### config.mk
export PLATFORM = sky130hd
export DESIGN_NAME = serial_frame_tx
export DESIGN_NICKNAME = d
export VERILOG_FILES = /design/src/rtl/sft_pkg.sv /design/src/rtl/sft_tick_gen.sv /design/src/rtl/sft_regs.sv /design/src/rtl/sft_shifter.sv /design/src/rtl/serial_frame_tx.sv
export SDC_FILE = /design/constraint.sdc
export NUM_CORES = 1
export LEC_CHECK = 0
export BUFFER_PORTS_ARGS = -buffer_cell sky130_fd_sc_hd__buf_4
export CAP_MARGIN = 20
export CORE_ASPECT_RATIO = 1.25
export CORE_MARGIN = 3
export CORE_UTILIZATION = 55
export CTS_CLUSTER_DIAMETER = 100
export DETAILED_ROUTE_END_ITERATION = 7
export GPL_TIMING_DRIVEN = 0
export PLACE_DENSITY = 0.73
export SLEW_MARGIN = 0
export SYNTH_ARGS = -nofsm -noshare
export SYNTH_HDL_FRONTEND = slang
export SYNTH_SLANG_ARGS = --single-unit
### constraint.sdc
create_clock -name clk -period 3.3 [get_ports clk]
set_input_delay 0.165 -clock clk [delete_from_list [all_inputs] [get_ports clk]]
set_output_delay 0.165 -clock clk [all_outputs]
set_load 0.05 [all_outputs]
### src/rtl/sft_pkg.sv
package sft_pkg;

  localparam int BYTE_W = 8;
  localparam int DIV_W  = 2 * BYTE_W;

  // Format register layout (bit 7 down to bit 0)
  typedef struct packed {
    logic       bank_div;   // 7: offsets 0/1 reach divisor bytes
    logic       brk;        // 6: force line low
    logic       spare;      // 5: stored, readable, no effect
    logic       par_even;   // 4: 1 even, 0 odd
    logic       par_en;     // 3: parity bit present
    logic       long_stop;  // 2: extended stop
    logic [1:0] wlen;       // 1:0: data bits minus five
  } fmt_reg_t;

  typedef struct packed {
    logic [1:0] wlen;
    logic       long_stop;
    logic       par_en;
    logic       par_even;
  } frame_fmt_t;

  typedef enum logic [2:0] {
    PH_IDLE  = 3'd0,
    PH_START = 3'd1,
    PH_DATA  = 3'd2,
    PH_PAR   = 3'd3,
    PH_STOP  = 3'd4
  } phase_t;

  function automatic int word_bits(input logic [1:0] wlen);
    return 5 + int'(wlen);
  endfunction

  // Stop duration in half-bit units
  function automatic int stop_halves(input logic [1:0] wlen, input logic long_stop);
    if (!long_stop) return 2;
    return (wlen == 2'b00) ? 3 : 4;
  endfunction

  function automatic logic parity_of(input logic [BYTE_W-1:0] d,
                                     input logic [1:0] wlen,
                                     input logic even);
    logic p;
    p = 1'b0;
    for (int i = 0; i < BYTE_W; i++) begin
      if (i < word_bits(wlen)) p = p ^ d[i];
    end
    return even ? p : ~p;
  endfunction

endpackage

### src/rtl/sft_tick_gen.sv
module sft_tick_gen #(
  parameter int DIV_W = 16
) (
  input  logic             clk,
  input  logic             rst_n,
  input  logic [DIV_W-1:0] divisor,
  input  logic             restart,
  output logic             tick
);

  logic [DIV_W-1:0] cnt_q;
  logic             at_end;

  assign at_end = (cnt_q == divisor - DIV_W'(1));
  assign tick   = (divisor != '0) && !restart && at_end;

  always_ff @(posedge clk) begin
    if (!rst_n) begin
      cnt_q <= '0;
    end else if (restart || divisor == '0 || at_end) begin
      cnt_q <= '0;
    end else begin
      cnt_q <= cnt_q + DIV_W'(1);
    end
  end

endmodule

### src/rtl/sft_regs.sv
module sft_regs
  import sft_pkg::*;
#(
  parameter int ADDR_W = 3
) (
  input  logic              clk,
  input  logic              rst_n,
  input  logic [ADDR_W-1:0] addr,
  input  logic [BYTE_W-1:0] wdata,
  input  logic              wr,
  input  logic              rd,
  output logic [BYTE_W-1:0] rdata,
  input  logic              take,
  output fmt_reg_t          fmt,
  output logic [DIV_W-1:0]  divisor,
  output logic              div_wr,
  output logic              hold_wr,
  output logic [BYTE_W-1:0] hold_data,
  output logic              hold_full
);

  localparam logic [ADDR_W-1:0] OFS_LO  = ADDR_W'(0);
  localparam logic [ADDR_W-1:0] OFS_HI  = ADDR_W'(1);
  localparam logic [ADDR_W-1:0] OFS_FMT = ADDR_W'(3);

  logic [BYTE_W-1:0] div_lo_q, div_hi_q;
  logic              lo_wr, hi_wr, fmt_wr;

  assign lo_wr   = wr && (addr == OFS_LO) && fmt.bank_div;
  assign hi_wr   = wr && (addr == OFS_HI) && fmt.bank_div;
  assign hold_wr = wr && (addr == OFS_LO) && !fmt.bank_div;
  assign fmt_wr  = wr && (addr == OFS_FMT);
  assign div_wr  = lo_wr || hi_wr;
  assign divisor = {div_hi_q, div_lo_q};

  always_ff @(posedge clk) begin
    if (!rst_n) begin
      fmt      <= '0;
      div_lo_q <= '0;
      div_hi_q <= '0;
    end else begin
      if (fmt_wr) fmt      <= fmt_reg_t'(wdata);
      if (lo_wr)  div_lo_q <= wdata;
      if (hi_wr)  div_hi_q <= wdata;
    end
  end

  // Holding register: a write in the transfer cycle wins the flag
  always_ff @(posedge clk) begin
    if (!rst_n) begin
      hold_data <= '0;
      hold_full <= 1'b0;
    end else if (hold_wr) begin
      hold_data <= wdata;
      hold_full <= 1'b1;
    end else if (take) begin
      hold_full <= 1'b0;
    end
  end

  always_comb begin
    rdata = '0;
    if (rd) begin
      unique case (addr)
        OFS_LO:  rdata = fmt.bank_div ? div_lo_q : '0;
        OFS_HI:  rdata = fmt.bank_div ? div_hi_q : '0;
        OFS_FMT: rdata = fmt;
        default: rdata = '0;
      endcase
    end
  end

endmodule

### src/rtl/sft_shifter.sv
module sft_shifter
  import sft_pkg::*;
#(
  parameter int OVS = 16
) (
  input  logic              clk,
  input  logic              rst_n,
  input  logic              tick,
  input  logic              hold_full,
  input  logic [BYTE_W-1:0] hold_data,
  input  frame_fmt_t        fmt_in,
  output logic              take,
  output logic              line_bit,
  output phase_t            phase,
  output logic              bit_done
);

  localparam int HALF  = OVS / 2;
  localparam int CNT_W = $clog2(2 * OVS) + 1;

  logic [BYTE_W-1:0] sh_q;
  logic [2:0]        idx_q;
  logic [CNT_W-1:0]  cnt_q;
  logic [CNT_W-1:0]  dur;
  logic [1:0]        wl_q;
  logic              long_q, pe_q, par_q;
  logic              last_data;

  always_comb begin
    if (phase == PH_STOP) dur = CNT_W'(stop_halves(wl_q, long_q) * HALF);
    else                  dur = CNT_W'(OVS);
  end

  assign take      = (phase == PH_IDLE) && hold_full;
  assign bit_done  = tick && (phase != PH_IDLE) && (cnt_q == dur - CNT_W'(1));
  assign last_data = (idx_q == 3'(word_bits(wl_q) - 1));

  always_ff @(posedge clk) begin
    if (!rst_n) begin
      phase  <= PH_IDLE;
      sh_q   <= '0;
      idx_q  <= '0;
      cnt_q  <= '0;
      wl_q   <= '0;
      long_q <= 1'b0;
      pe_q   <= 1'b0;
      par_q  <= 1'b0;
    end else if (take) begin
      phase  <= PH_START;
      sh_q   <= hold_data;
      idx_q  <= '0;
      cnt_q  <= '0;
      wl_q   <= fmt_in.wlen;
      long_q <= fmt_in.long_stop;
      pe_q   <= fmt_in.par_en;
      par_q  <= parity_of(hold_data, fmt_in.wlen, fmt_in.par_even);
    end else if (bit_done) begin
      cnt_q <= '0;
      unique case (phase)
        PH_START: phase <= PH_DATA;
        PH_DATA: begin
          if (last_data) begin
            phase <= pe_q ? PH_PAR : PH_STOP;
          end else begin
            idx_q <= idx_q + 3'd1;
            sh_q  <= sh_q >> 1;
          end
        end
        PH_PAR:  phase <= PH_STOP;
        PH_STOP: phase <= PH_IDLE;
        default: phase <= PH_IDLE;
      endcase
    end else if (tick && phase != PH_IDLE) begin
      cnt_q <= cnt_q + CNT_W'(1);
    end
  end

  always_comb begin
    unique case (phase)
      PH_START: line_bit = 1'b0;
      PH_DATA:  line_bit = sh_q[0];
      PH_PAR:   line_bit = par_q;
      default:  line_bit = 1'b1;
    endcase
  end

endmodule

### src/rtl/serial_frame_tx.sv
module serial_frame_tx
  import sft_pkg::*;
#(
  parameter int ADDR_W = 3,
  parameter int OVS    = 16
) (
  input  logic              clk,
  input  logic              rst_n,
  input  logic [ADDR_W-1:0] reg_addr,
  input  logic [BYTE_W-1:0] reg_wdata,
  input  logic              reg_wr,
  input  logic              reg_rd,
  output logic [BYTE_W-1:0] reg_rdata,
  output logic              thr_empty,
  output logic              tx_line
);

  fmt_reg_t          fmt;
  frame_fmt_t        ffmt;
  logic [DIV_W-1:0]  divisor;
  logic              div_wr, hold_wr, hold_full, take, tick, line_bit, bit_done;
  logic              brk_on;
  logic [BYTE_W-1:0] hold_data;
  phase_t            phase;

  sft_regs #(.ADDR_W(ADDR_W)) u_regs (
    .clk(clk), .rst_n(rst_n), .addr(reg_addr), .wdata(reg_wdata),
    .wr(reg_wr), .rd(reg_rd), .rdata(reg_rdata), .take(take),
    .fmt(fmt), .divisor(divisor), .div_wr(div_wr), .hold_wr(hold_wr),
    .hold_data(hold_data), .hold_full(hold_full)
  );

  sft_tick_gen #(.DIV_W(DIV_W)) u_tick (
    .clk(clk), .rst_n(rst_n), .divisor(divisor), .restart(div_wr), .tick(tick)
  );

  assign ffmt = '{wlen: fmt.wlen, long_stop: fmt.long_stop,
                  par_en: fmt.par_en, par_even: fmt.par_even};

  sft_shifter #(.OVS(OVS)) u_shift (
    .clk(clk), .rst_n(rst_n), .tick(tick), .hold_full(hold_full),
    .hold_data(hold_data), .fmt_in(ffmt), .take(take), .line_bit(line_bit),
    .phase(phase), .bit_done(bit_done)
  );

  assign brk_on    = fmt.brk;
  assign thr_empty = !hold_full;
  assign tx_line   = brk_on ? 1'b0 : line_bit;

endmodule

======== After elaboration in Yosys (flattened, before gate mapping) ========
Index checks and enable logic that the tools add are counted.
operators by class
  add/sub/neg operators ................... 8
  magnitude comparators ................... 8
  equality and inequality tests ........... 12
  multiplexer cells ....................... 48
  bitwise operators ....................... 10
  reduce and logical (&&, ||, !) cells .... 33
operator list
  cell                                                 count
  < comparator 4 x 32 -> 1 bit (first input constant)  4
  < comparator 3 x 32 -> 1 bit (first input constant)  2
  2-to-1 mux 8 bit                                     7
  < comparator 1 x 32 -> 1 bit (first input constant)  1
  < comparator 2 x 32 -> 1 bit (first input constant)  1
  2-to-1 mux 1 bit                                     32
  one-hot mux 8 bit (3 select lines)                   1
  adder 16 x 1 -> 16 bit (second input constant)       1
  == test 16 bit                                       1
  logical NOT 16 bit                                   1
  nonzero test 16 bit                                  1
  subtractor 16 x 1 -> 16 bit (second input constant)  1
  2-to-1 mux 3 bit                                     4
  logical AND 1 bit                                    11
  == test 3 x 2 -> 1 bit (second input constant)       3
  one-hot mux 3 bit (3 select lines)                   1
  XOR 1 bit                                            7
  adder 6 x 1 -> 6 bit (second input constant)         1
  == test 3 x 1 -> 1 bit (second input constant)       2
  == test 6 bit                                        1
  logical NOT 3 bit                                    2
  2-to-1 mux 6 bit                                     1
  AND reduction 3 bit                                  2
  nonzero test 2 bit                                   3
  other kinds (20)                                     28
storage, ports and cells
  register bits ........................... 74
  input bits .............................. 15
  output and inout bits ................... 10

======== Logic depth before layout (Yosys ltp) ========
  depth after elaboration ................. 35
  depth in mapped cells ................... 13
  mapped depth without buffers ............ 10

======== Modules after synthesis ========
A second synthesis with hierarchy kept.
unflattened totals
  cells, all modules ...................... 460
  area total of the unflattened synthesis .. 4,021.4 um^2
modules (own cells, without submodules)
  module           instances  cells each  area each (um^2)
  sft_regs         1          155         1,456.4
  sft_shifter      1          151         1,330.0
  sft_tick_gen     1          152         1,217.4
  serial_frame_tx  1          2           17.5

======== Least setup slack after synthesis ========
No wires, ideal clock.
  path kind ............................... reg2reg
  from .................................... reg u_regs.div_lo_q[0]
  to ...................................... reg u_shift.cnt_q[5]
  arrival time ............................ 2,851 ps
  required time ........................... 3,229 ps
  path slack .............................. 377 ps
  cell stages (with the launch flop) ...... 12
  path buffers ............................ 2
  cell sequence ........................... dfxtp_1 > clkbuf_1 > inv_1 > ha_1 > xnor2_1 > nor4_1 > o211ai_1 > or4_4 > or2_1 > buf_2 > or4_1 > a21oi_1
on the way
  cells in the longest elaborated chain, start to end .. 6
  elaborated cells on any way between the ends .. 8
  classes of those cells .................. add/sub (1); eq/ne (1); reduce/logical (6)
ends and longest elaborated chain
  what                                                                       RTL line                                source
  start, declared                                                            sft_regs.sv:26                          logic [BYTE_W-1:0] div_lo_q, div_hi_q;
  start signal, assigned                                                     sft_regs.sv:43                          if (lo_wr) div_lo_q <= wdata;
  subtractor 16 x 1 -> 16 bit / nonzero test 16 bit (equally long branches)  sft_tick_gen.sv:14, sft_tick_gen.sv:15
  == test 16 bit / logical AND 1 bit (equally long branches)                 sft_tick_gen.sv:14, sft_tick_gen.sv:15
  logical AND 1 bit (*)                                                      sft_tick_gen.sv:15                      assign tick = (divisor != '0) && !restart && at_end;
  logical AND 1 bit (*)                                                      sft_shifter.sv:35, sft_shifter.sv:73
  logical AND 1 bit                                                          sft_shifter.sv:35                       assign bit_done = tick && (phase != PH_IDLE) && (cnt_q == dur - CNT_W'(1));
  OR reduction 3 bit (no line)                                               -
  end signal, assigned                                                       sft_shifter.sv:74                       cnt_q <= cnt_q + CNT_W'(1);
  end, declared                                                              sft_shifter.sv:23                       logic [CNT_W-1:0] cnt_q;
Mark *: on every way between the ends. The rest lies on a longest branch, timed or not.
A chain may end at the register's enable or synchronous reset.

======== Worst setup path after layout ========
Same ends and word-level chain as after synthesis.

==> impl_results.md <==
* Clock Latency Late Sink at 0.36 ns
* Fin util at 65.22%
* CTS Buf Count at 9
* CTS Hold Bufs at 0
* H-tree level count at 3
* Die Wd at 83.23 um
* Pins Over Slew Limit at 0
* Post-synth cell types at 51
* Cell Area, Placed at 4385 sq um
* Clock Path Buffers at 2
* Worst-path clk slew at 0.08 ns
* Commonest cells post-synth: dfxtp_1, nand2_1, nor2_1
* Tightest Hold Check Type: in -> reg
* Area of the multi-input gates at 2525 sq um
* Core Footprint at 7104 sq um
* Post-layout power at 1.767 mW
* Reg2Reg Launch Point: u_regs.div_lo_q[0]$_SDFFE_PN0P_
* Final Hold Viols at 0
* CP startpoint: u_regs.div_lo_q[0]$_SDFFE_PN0P_
* Reg area at 1483 sq um
* Final GP Congestion at 0.8738
* Fill cell count at 612
* Vias/cell at 5.666
* Share of cells above drive strength 1 at 10.70%
* FF+latch count, synth at 74
* Vias in the first global route at 3496
* Hold slack at 0.1045 ns
* Initial Util at 57.71%
* # setup viols final at 0
* Dpl ws at -0.1171 ns
* Primary FF master, synth: dfxtp_1
* Max-cap violations at 0
* Fin crit period at 3.129 ns
* Die Area at 8533 sq um
* Cell Area, Synth at 4100 sq um
* Most common cell in the synthesized netlist: dfxtp_1
* DRT iter0 DRCs at 165
* Worst Setup Slack, final at 0.1712 ns
* TritonCTS clock tree: done
* VDD IR-drop max at 252.7 uV
* Yosys top cell area share at 36.13%
* Post-DP HPWL at 7.344 mm
* Post-CTS Setup Bufs at 0
* HP Start: reg_wdata[7]
* CP max FO at 8
* Max-slew headroom at 43.90%
* Final instance area at 4633 sq um
* Total GRT Usage at 23.69%
* Nets at 558
* Initial antenna violation count at 0
* Syn_nets at 526
* Pwr/cell area at 381.3 nW/um^2
* Cell Rows at 34
* Number of synthesized flops with an enable pin at 0
* Critical Path Start Type: flip-flop
* Sequential area share after synthesis at 36.13%
* Antenna Nets Post-Route at 0
* Final wirelength at 9.732 mm
* YS warnings at 0
* Area grow syn2layout at 13.00%
* Remaining DRCs at 0
* Non-Filler Instances at 632
* Avg Cell Area, Syn at 8.103 sq um
* Worst Skew at 0.01681 ns
* Port bufs at 23
* Ratio of final minimum period to clock period at 94.81%
* Leakage at 1.680 nW
* Clk sink count at 74
* Largest net degree at the start of global routing at 14
* Initial DRT Pass Iterations at 4
* Req. time, crit path at 3.57 ns
* Via count at 3581
* Antenna diodes at 0
* Largest cells by area after synthesis: dfxtp_1, mux2i_1, nand2_1
* Routed len/inst at 15.40 um
* Synth area leader: dfxtp_1
* Setup Crit Path Kind: reg -> reg
* Crit path DAT at 3.40 ns
* Post-synth ARST share at 0%
* Fmax at 319.6 MHz
* Top Ports at 25
* Placed cell count at 619
* Clock root cell: clkbuf_8
* Die Y at 102.5 um
* Setup TNS at 0 ns
* Actual slew at the worst max-slew pin at 0.8383 ns
* Gate Count Post-Synth at 506
* Grt ovf at 0
* Crit. End Element: flip-flop
* Status: complete, no violations
* First-pass GRT wire length at 16.46 mm
-- worst max-delay path, cell delays in order, from the launching register on --
cell and delay [ns]:
dfxtp_1 0.47, inv_1 0.07, ha_1 0.31, xnor2_1 0.13
nor4_1 0.32, o211ai_1 0.14, or4_4 0.56, or2_1 0.24
buf_2 0.15, or4_1 0.51, a21oi_1 0.14
-- power breakdown --
part,switching [mW],internal [mW]
registers,0.00683,0.899
logic,0.0492,0.0380
clock network,0.349,0.424
-- worst paths after layout --
kind                                                 endpoint  slack [ns]  depth (start not counted)
worst max-delay path            u_shift.cnt_q[5]$_SDFFE_PP0P_        0.17                         10
worst min-delay path               u_regs.fmt[7]$_SDFFE_PN0P_        0.10                          3
worst max register to register  u_shift.cnt_q[5]$_SDFFE_PP0P_        0.17                         10
worst min register to register     u_regs.fmt[5]$_SDFFE_PN0P_        0.47                          2
-- final cells by class --
cell class	instances	share of cell area [%]
clock buffer	9	2.674
clock inverter	6	1.998
multi-input combinational	401	54.50
sequential	74	32.00
inverter	10	0.8102
tap	90	2.430
buffer	19	1.863
timing repair buffer	23	3.727
-- sequential cells by signal, summed over array words and instances, names as in the netlist --
signal / flops
u_regs.div_lo_q: 8
u_shift.pe_q: 1
u_shift.par_q: 1
u_shift.long_q: 1
u_shift.cnt_q: 6
u_tick.cnt_q: 16
u_regs.fmt: 8
u_shift.sh_q: 8
u_shift.phase: 3
u_regs.div_hi_q: 8
u_regs.hold_full: 1
u_shift.wl_q: 2
u_regs.hold_data: 8
u_shift.idx_q: 3
-- kinds of logic after synthesis --
logic type / synth area share, %
flops: 36.13
xor+xnor: 9.399
simple gates: 28.56
fa+ha+maj: 1.526
buf+inv: 3.143
compound gates: 13.18
mux: 8.056
-- timing repair --
action                     in CTS  in global routing
pin swaps                       0                  1
hold endpoints to repair        0                  0
setup endpoints to repair      11                 27
resized for setup               2                  9
-- cells in the final DEF, fill, tap and decap left out, types with 2 or more instances in the layout --
cell type	n
and3_1	6
nand3_1	16
clkbuf_2	2
mux2i_1	33
nor3_1	11
clkbuf_1	12
xor2_1	18
or2_1	2
a21boi_0	12
clkinv_4	2
or4_1	4
xnor2_1	26
nor2b_1	31
nand2b_1	3
a211oi_1	2
dfxtp_1	73
o21ai_0	36
bufinv_16	2
nand3b_1	4
nor4_1	10
and2_1	7
o31a_1	2
clkinvlp_4	2
nand4_1	4
nand4b_1	2
clkbuf_8	9
nand2_1	62
inv_1	10
nor2_1	47
ha_1	5
buf_1	2
a21oi_1	27
a31oi_1	3
buf_4	24
or3_1	3
a22oi_1	2
-- per-layer routing --
layer	vias up	track usage, %	wire length [um]	part of all wire [%]
li1	1818	-	-	-
met5	-	0	0	0
met1	1679	29.64	4478	46
met4	0	9.937	147	1.5
met3	15	2.558	370	3.8
met2	69	41.91	4736	49
Note: power is estimated with default switching activity, not from simulation.
